==> config.mk <==
export PLATFORM = sky130hd
export DESIGN_NAME = photon_interval_counter
export DESIGN_NICKNAME = d
export VERILOG_FILES = /design/src/rtl/photon_interval_pkg.sv /design/src/rtl/pic_edge_ctrl.sv /design/src/rtl/pic_datapath.sv /design/src/rtl/photon_interval_counter.sv
export SDC_FILE = /design/constraint.sdc
export NUM_CORES = 1
export LEC_CHECK = 0
export BUFFER_PORTS_ARGS = -buffer_cell sky130_fd_sc_hd__buf_2
export CORE_MARGIN = 10
export CORE_UTILIZATION = 52
export CTS_CLUSTER_DIAMETER = 50
export CTS_CLUSTER_SIZE = 24
export DETAILED_ROUTE_END_ITERATION = 16
export PLACE_DENSITY = 0.76
export SYNTH_ARGS = -nofsm -noshare
export SYNTH_HDL_FRONTEND = slang
export SYNTH_HIERARCHICAL = 1
export SYNTH_SLANG_ARGS = --single-unit
==> constraint.sdc <==
create_clock -name clk -period 6.61 [get_ports clk]
set_input_delay 1.322 -clock clk [delete_from_list [all_inputs] [get_ports clk]]
set_output_delay 1.322 -clock clk [all_outputs]
set_load 0.1 [all_outputs]
==> src/rtl/photon_interval_pkg.sv <==
package photon_interval_pkg;

  // Deserializer ratio: fast samples per system clock word.
  localparam int PIC_WORD_W = 8;
  localparam int PIC_POS_W = $clog2(PIC_WORD_W);
  // Rising edges need a low sample between them, so a word holds at most half as many.
  localparam int PIC_MAX_LANES = PIC_WORD_W / 2;
  localparam int PIC_LANE_IDX_W = (PIC_MAX_LANES > 1) ? $clog2(PIC_MAX_LANES) : 1;

  // Strobes and positions handed from the edge scanner to the datapath.
  typedef struct packed {
    logic [PIC_MAX_LANES-1:0]                laneHit;
    logic [PIC_MAX_LANES-1:0]                laneFire;
    logic [PIC_MAX_LANES-1:0][PIC_POS_W-1:0] lanePos;
    logic                                    anyEdge;
    logic [PIC_POS_W-1:0]                    lastPos;
    logic                                    overflow;
  } scanCtrl_t;

endpackage

==> src/rtl/pic_edge_ctrl.sv <==
module pic_edge_ctrl
  import photon_interval_pkg::*;
#(
  parameter int LANES = 2
) (
  input  logic                  clk,
  input  logic                  rstN,
  input  logic [PIC_WORD_W-1:0] sampleWord,
  output scanCtrl_t             ctrl
);

  localparam int HIT_W = PIC_POS_W + 1;
  localparam logic [HIT_W-1:0] LANES_C = HIT_W'(LANES);

  logic                  prevBit;
  logic                  haveRef;
  logic [PIC_WORD_W-1:0] earlierVec;
  logic [PIC_WORD_W-1:0] edgeVec;
  logic [HIT_W-1:0]      hitCount;
  scanCtrl_t             scan;

  // Each sample is compared with the one just before it in time.
  assign earlierVec = {sampleWord[PIC_WORD_W-2:0], prevBit};
  assign edgeVec    = sampleWord & ~earlierVec;

  always_comb begin
    scan     = '0;
    hitCount = '0;
    for (int i = 0; i < PIC_WORD_W; i++) begin
      if (edgeVec[i]) begin
        if (hitCount < LANES_C) begin
          scan.laneHit[hitCount[PIC_LANE_IDX_W-1:0]] = 1'b1;
          scan.lanePos[hitCount[PIC_LANE_IDX_W-1:0]] = PIC_POS_W'(i);
        end
        scan.lastPos = PIC_POS_W'(i);
        hitCount     = hitCount + HIT_W'(1);
      end
    end
    scan.anyEdge     = |edgeVec;
    scan.overflow    = hitCount > LANES_C;
    scan.laneFire    = scan.laneHit;
    // Without an earlier event the head lane has nothing to measure from.
    scan.laneFire[0] = scan.laneHit[0] & haveRef;
  end

  assign ctrl = scan;

  always_ff @(posedge clk) begin
    if (!rstN) begin
      prevBit <= 1'b0;
      haveRef <= 1'b0;
    end else begin
      prevBit <= sampleWord[PIC_WORD_W-1];
      if (scan.anyEdge) haveRef <= 1'b1;
    end
  end

  // a line held high across the boundary yields no event.
  a_r8_high_no_edge: assert property (@(posedge clk) disable iff (!rstN)
    ((&sampleWord) && prevBit) |-> !ctrl.anyEdge);

  // on overflow, the last event lies later than the last reported one.
  a_r6_drop_is_later: assert property (@(posedge clk) disable iff (!rstN)
    ctrl.overflow |-> (ctrl.lastPos > ctrl.lanePos[LANES-1]));

endmodule

==> src/rtl/pic_datapath.sv <==
module pic_datapath
  import photon_interval_pkg::*;
#(
  parameter int LANES = 2,
  parameter int CNT_W = 16
) (
  input  logic                   clk,
  input  logic                   rstN,
  input  scanCtrl_t              ctrl,
  output logic [LANES-1:0]       laneValid,
  output logic [LANES*CNT_W-1:0] laneData,
  output logic                   ovfFlag
);

  localparam logic [CNT_W-1:0] CNT_MAX = {CNT_W{1'b1}};
  localparam logic [CNT_W:0]   WORD_STEP = (CNT_W+1)'(PIC_WORD_W);

  logic [CNT_W-1:0] sinceLast;
  logic [CNT_W:0]   headSum;
  logic [CNT_W-1:0] headVal;
  logic [CNT_W:0]   idleSum;
  logic [CNT_W-1:0] nextSince;
  logic             unusedCtrl;

  // Head lane: samples since the last event, plus its offset in this word.
  assign headSum = {1'b0, sinceLast} + (CNT_W+1)'(ctrl.lanePos[0]);
  assign headVal = headSum[CNT_W] ? CNT_MAX : headSum[CNT_W-1:0];

  assign idleSum = {1'b0, sinceLast} + WORD_STEP;

  always_comb begin
    if (ctrl.anyEdge)
      nextSince = CNT_W'(PIC_WORD_W) - CNT_W'(ctrl.lastPos);
    else if (idleSum[CNT_W])
      nextSince = CNT_MAX;
    else
      nextSince = idleSum[CNT_W-1:0];
  end

  always_ff @(posedge clk) begin
    if (!rstN) begin
      sinceLast <= '0;
      ovfFlag   <= 1'b0;
    end else begin
      sinceLast <= nextSince;
      ovfFlag   <= ctrl.overflow;
    end
  end

  for (genvar j = 0; j < LANES; j++) begin : g_lane
    logic [CNT_W-1:0] laneVal;
    if (j == 0) begin : g_head
      assign laneVal = headVal;
    end else begin : g_follow
      assign laneVal = CNT_W'(ctrl.lanePos[j]) - CNT_W'(ctrl.lanePos[j-1]);
    end

    always_ff @(posedge clk) begin
      if (!rstN) begin
        laneValid[j]                <= 1'b0;
        laneData[j*CNT_W +: CNT_W]  <= '0;
      end else begin
        laneValid[j]                <= ctrl.laneFire[j];
        laneData[j*CNT_W +: CNT_W]  <= ctrl.laneFire[j] ? laneVal : '0;
      end
    end

    if (j > 0) begin : g_gap_chk
      // two events in one word are 2 to WORD-1 samples apart.
      a_r5_inword_gap: assert property (@(posedge clk) disable iff (!rstN)
        laneValid[j] |-> ((laneData[j*CNT_W +: CNT_W] >= CNT_W'(2)) &&
                          (laneData[j*CNT_W +: CNT_W] <= CNT_W'(PIC_WORD_W-1))));
    end
  end

  if (LANES > 1) begin : g_ovf_chk
    // overflow only when every lane after the head is in use.
    a_r6_overflow_full: assert property (@(posedge clk) disable iff (!rstN)
      ovfFlag |-> (&laneValid[LANES-1:1]));
  end

  // with no event the running count never moves backwards.
  a_r7_count_monotone: assert property (@(posedge clk) disable iff (!rstN)
    !ctrl.anyEdge |=> (sinceLast >= $past(sinceLast)));

  // a reported head interval is never zero.
  a_r4_head_nonzero: assert property (@(posedge clk) disable iff (!rstN)
    laneValid[0] |-> (laneData[CNT_W-1:0] != '0));

  assign unusedCtrl = ^ctrl.laneHit;

endmodule

==> src/rtl/photon_interval_counter.sv <==
module photon_interval_counter
  import photon_interval_pkg::*;
#(
  parameter int LANES = 2,
  parameter int CNT_W = 16
) (
  input  logic                   clk,
  input  logic                   rstN,
  input  logic [7:0]             sampleWord,
  output logic [LANES-1:0]       intervalValid,
  output logic [LANES*CNT_W-1:0] intervalData,
  output logic                   overflowFlag
);

  scanCtrl_t scanCtrl;

  pic_edge_ctrl #(
    .LANES(LANES)
  ) u_ctrl (
    .clk       (clk),
    .rstN      (rstN),
    .sampleWord(sampleWord),
    .ctrl      (scanCtrl)
  );

  pic_datapath #(
    .LANES(LANES),
    .CNT_W(CNT_W)
  ) u_dp (
    .clk      (clk),
    .rstN     (rstN),
    .ctrl     (scanCtrl),
    .laneValid(intervalValid),
    .laneData (intervalData),
    .ovfFlag  (overflowFlag)
  );

endmodule

==> flow_summary.toml <==
[outcome]
outcome = "finished, final reports clean"

[clock_tree]
clock-sinks = 41
clock_root_cell = "sky130_fd_sc_hd__clkbuf_8"
clkLatencyLatePin_ns = 0.29
path_clk_slew_ns = 0.08
tritoncts.num_buffers = 5
clock_path_buffers = 2
cts.htree.levels = 2
postCtsHoldBufs = 0
cts_tree = "yes"

[power_and_ir_drop]
power_switching_w = 0.0003472
combinationalPowerShare = 0.450
power.share.sequential = 0.340
p_int_w = 0.0004315
clockPowerShare = 0.210
power.density_cell_area_nw_per_um2 = 237.1
peakVddDrop_uv = 167.7
leakage_nw = 1.473
switching_share = 0.4459

[route]
route.detailed.vias_per_inst = 5.619
totalWireLength_um = 6761
detail_route.drc_violations = 0
drt.antenna.violating_nets = 0
drt_pre_antenna_iters = 5
dr_total_vias = 2579
mean_routed_wirelength_per_cell_um = 14.73
drt_iter0_markers = 205

[global_routing]
grt_start_max_net_pins = 19
grt_first_pass_wirelength_um = 11360
number_of_global_route_vias_before_repair = 2394
antenna_found_initial = 0
grt_remaining_overflow = 0
globalRouteTotalUtil = 0.1509

[die]
core_sq_um = 5507
floorplan.die.width_um = 95.39
initial_core_util = 0.5367
die_outline_area_sq_um = 9098
top_ports = 45
rows = 27
die-height_um = 95.39

[placement]
dp_slack_ns = -0.08094
place.detailed.instances = 452
port_buffers = 44
detailed_place_hpwl_um = 5338
gp_congestion = 0.8786

[worst_setup_path]
critPathMaxFanout = 4
reg2reg_to = "u_dp/laneData[14]"
timing.critical_path.arrival_ns = 6.38
worstPathRequired_ns = 6.77
worst-setup-path-type = "in2reg"
depth_of_the_worst_register_to_register_path = 26
endpoint_kind = "register"
worst-r2r-setup-slack_ns = 1.30
startpoint_of_the_most_critical_register_to_register_path = "u_ctrl/prevBit"
cp-start-kind = "input port"

[timing]
setup_violations = 0
rsz0062_at_grt = "false"
fmax_ghz = 0.1607
tightest_slew_ns = 0.6515
fin_tns_setup_ns = 0
slew-limit-headroom = 0.5656
count_of_final_max_slew_check_failures = 0
final_report_hold_violation_count = 0
post-route-worst-setup-slack_ns = 0.3881
period_needed_ns = 6.222
clock_skew_ns = 0.01018
final.period_utilization = 0.9413
whs_ns = 0.5089

[logic_synthesis]
syn_avg_cell_area_sq_um = 8.444
synth_area_sq_um = 2955
syn_inst = 350
mappedNetlistNets = 388
yosys_warnings = 6

[worst_hold_path]
hold_depth = 1
timing.hold.worst.class = "reg2reg"
worstHoldEndpoint = "u_ctrl/haveRef"
timing.hold.worst.start = "u_ctrl/haveRef"

[layout]
layout_cells_sized_above_1 = 0.2300
area_growth_syn_to_layout_pct = 11.13
finalNonFillerCells = 459
final_nets = 425
insertedDiodeCount = 0

[flow_run]
cap_viol_max_count = 0
==> sequential cells by signal (all words and copies together), names as in the netlist <==
| register | count |
|---|---|
| u_dp/ovfFlag | 1 |
| u_ctrl/prevBit | 1 |
| u_dp/laneValid | 2 |
| u_dp/laneData | 20 |
| u_ctrl/haveRef | 1 |
| u_dp/sinceLast | 16 |
==> worst max-delay path by stage <==
stage | startpoint | to | cells past startpoint | slack (ns)
finish | sampleWord[1] | u_dp/laneData[14] | 28 | 0.39
global route | sampleWord[1] | u_dp/laneData[10] | 28 | 0.03
CTS | sampleWord[1] | u_dp/laneData[15] | 27 | 0.18
detailed placement | sampleWord[1] | u_dp/laneData[15] | 27 | -0.08
global placement | sampleWord[1] | u_dp/laneData[15] | 27 | 0.05
floorplan | sampleWord[2] | u_dp/laneData[8] | 27 | 0.04
==> layout make-up <==
type / count / area [sq um]
Clock inverter: 1 / 7.507
Tap cell: 72 / 90.09
Inverter: 22 / 82.58
Sequential cell: 41 / 820.8
Timing Repair Buffer: 61 / 347.8
Fill cell: 504 / 2222
Clock buffer: 6 / 82.58
Multi-Input combinational cell: 256 / 1853
==> placed cells by master (no fill, tap or decap), types with 3 or more instances in the layout <==
cell                       count
sky130_fd_sc_hd__nor2b_1       6
sky130_fd_sc_hd__xor2_1        8
sky130_fd_sc_hd__o21ai_0      14
sky130_fd_sc_hd__o31ai_1       3
sky130_fd_sc_hd__fa_1          3
sky130_fd_sc_hd__a21o_1        3
sky130_fd_sc_hd__dfxtp_1      41
sky130_fd_sc_hd__and3b_1       4
sky130_fd_sc_hd__buf_4        17
sky130_fd_sc_hd__nor3_1       11
sky130_fd_sc_hd__xnor2_1      15
sky130_fd_sc_hd__inv_1        19
sky130_fd_sc_hd__nand4_1       5
sky130_fd_sc_hd__and3_1        4
sky130_fd_sc_hd__nor2_1       29
sky130_fd_sc_hd__and4_1        3
sky130_fd_sc_hd__inv_2         3
sky130_fd_sc_hd__nand2b_1      3
sky130_fd_sc_hd__nand3_1      15
sky130_fd_sc_hd__o21a_1        4
sky130_fd_sc_hd__and2_1        5
sky130_fd_sc_hd__nand2_1      19
sky130_fd_sc_hd__ha_1         24
sky130_fd_sc_hd__a31oi_1       5
sky130_fd_sc_hd__buf_2        44
sky130_fd_sc_hd__a211oi_1      3
sky130_fd_sc_hd__a21oi_1      21
sky130_fd_sc_hd__clkbuf_8      6
==> through the flow <==
step	total power (W)	utilization	instance area, sq um
2_1_floorplan	0.0005683	-	2955
3_3_place_gp	0.0006114	0.5765	3174
3_5_place_dp	0.0006174	0.5765	3174
4_1_cts	0.0007809	0.5928	3264
5_1_grt	0.0008259	0.5965	3284
6_report	0.0007787	0.5965	3284
==> metal layers <==
layer,share of wire,global-route usage
met5,0,0
met4,0.0087,0.03931
met3,0.080,0.03221
met2,0.45,0.2369
met1,0.46,0.2051
==> critical path, cell delays in order <==
cell and delay [ns]:
sky130_fd_sc_hd__buf_2 0.13, sky130_fd_sc_hd__nor2b_4 0.11, sky130_fd_sc_hd__and3b_1 0.24, sky130_fd_sc_hd__inv_2 0.06, sky130_fd_sc_hd__fa_1 0.45, sky130_fd_sc_hd__or3b_1 0.38, sky130_fd_sc_hd__nand2_1 0.11, sky130_fd_sc_hd__ha_1 0.25
sky130_fd_sc_hd__nor3b_2 0.19, sky130_fd_sc_hd__a21oi_1 0.08, sky130_fd_sc_hd__ha_1 0.33, sky130_fd_sc_hd__nor3b_2 0.21, sky130_fd_sc_hd__or2_2 0.15, sky130_fd_sc_hd__nor2_1 0.06, sky130_fd_sc_hd__ha_1 0.27, sky130_fd_sc_hd__nand2_1 0.05
sky130_fd_sc_hd__o31ai_2 0.08, sky130_fd_sc_hd__inv_1 0.09, sky130_fd_sc_hd__ha_1 0.22, sky130_fd_sc_hd__nand4_1 0.07, sky130_fd_sc_hd__o21ai_0 0.14, sky130_fd_sc_hd__ha_1 0.27, sky130_fd_sc_hd__fa_1 0.44, sky130_fd_sc_hd__a21o_1 0.25
sky130_fd_sc_hd__nand2_1 0.15, sky130_fd_sc_hd__nor3_1 0.09, sky130_fd_sc_hd__o21ai_0 0.15, sky130_fd_sc_hd__a31oi_1 0.05
==> power groups by stage <==
stage / combinational (W) / clock, W / sequential, W
after detailed placement: 0.000347 / 0 / 0.000270
after floorplan: 0.000238 / 0 / 0.000331
after CTS: 0.000348 / 0.000168 / 0.000265
after global placement: 0.000341 / 0 / 0.000270
after global routing: 0.000377 / 0.000182 / 0.000266
final: 0.000351 / 0.000163 / 0.000265
==> timing repair <==
item                                    in CTS  in global routing
setup buffers                                0                  0
resized for setup                            0                  6
endpoints found under the setup margin       0                 15
(Power assumes the default switching activity.)
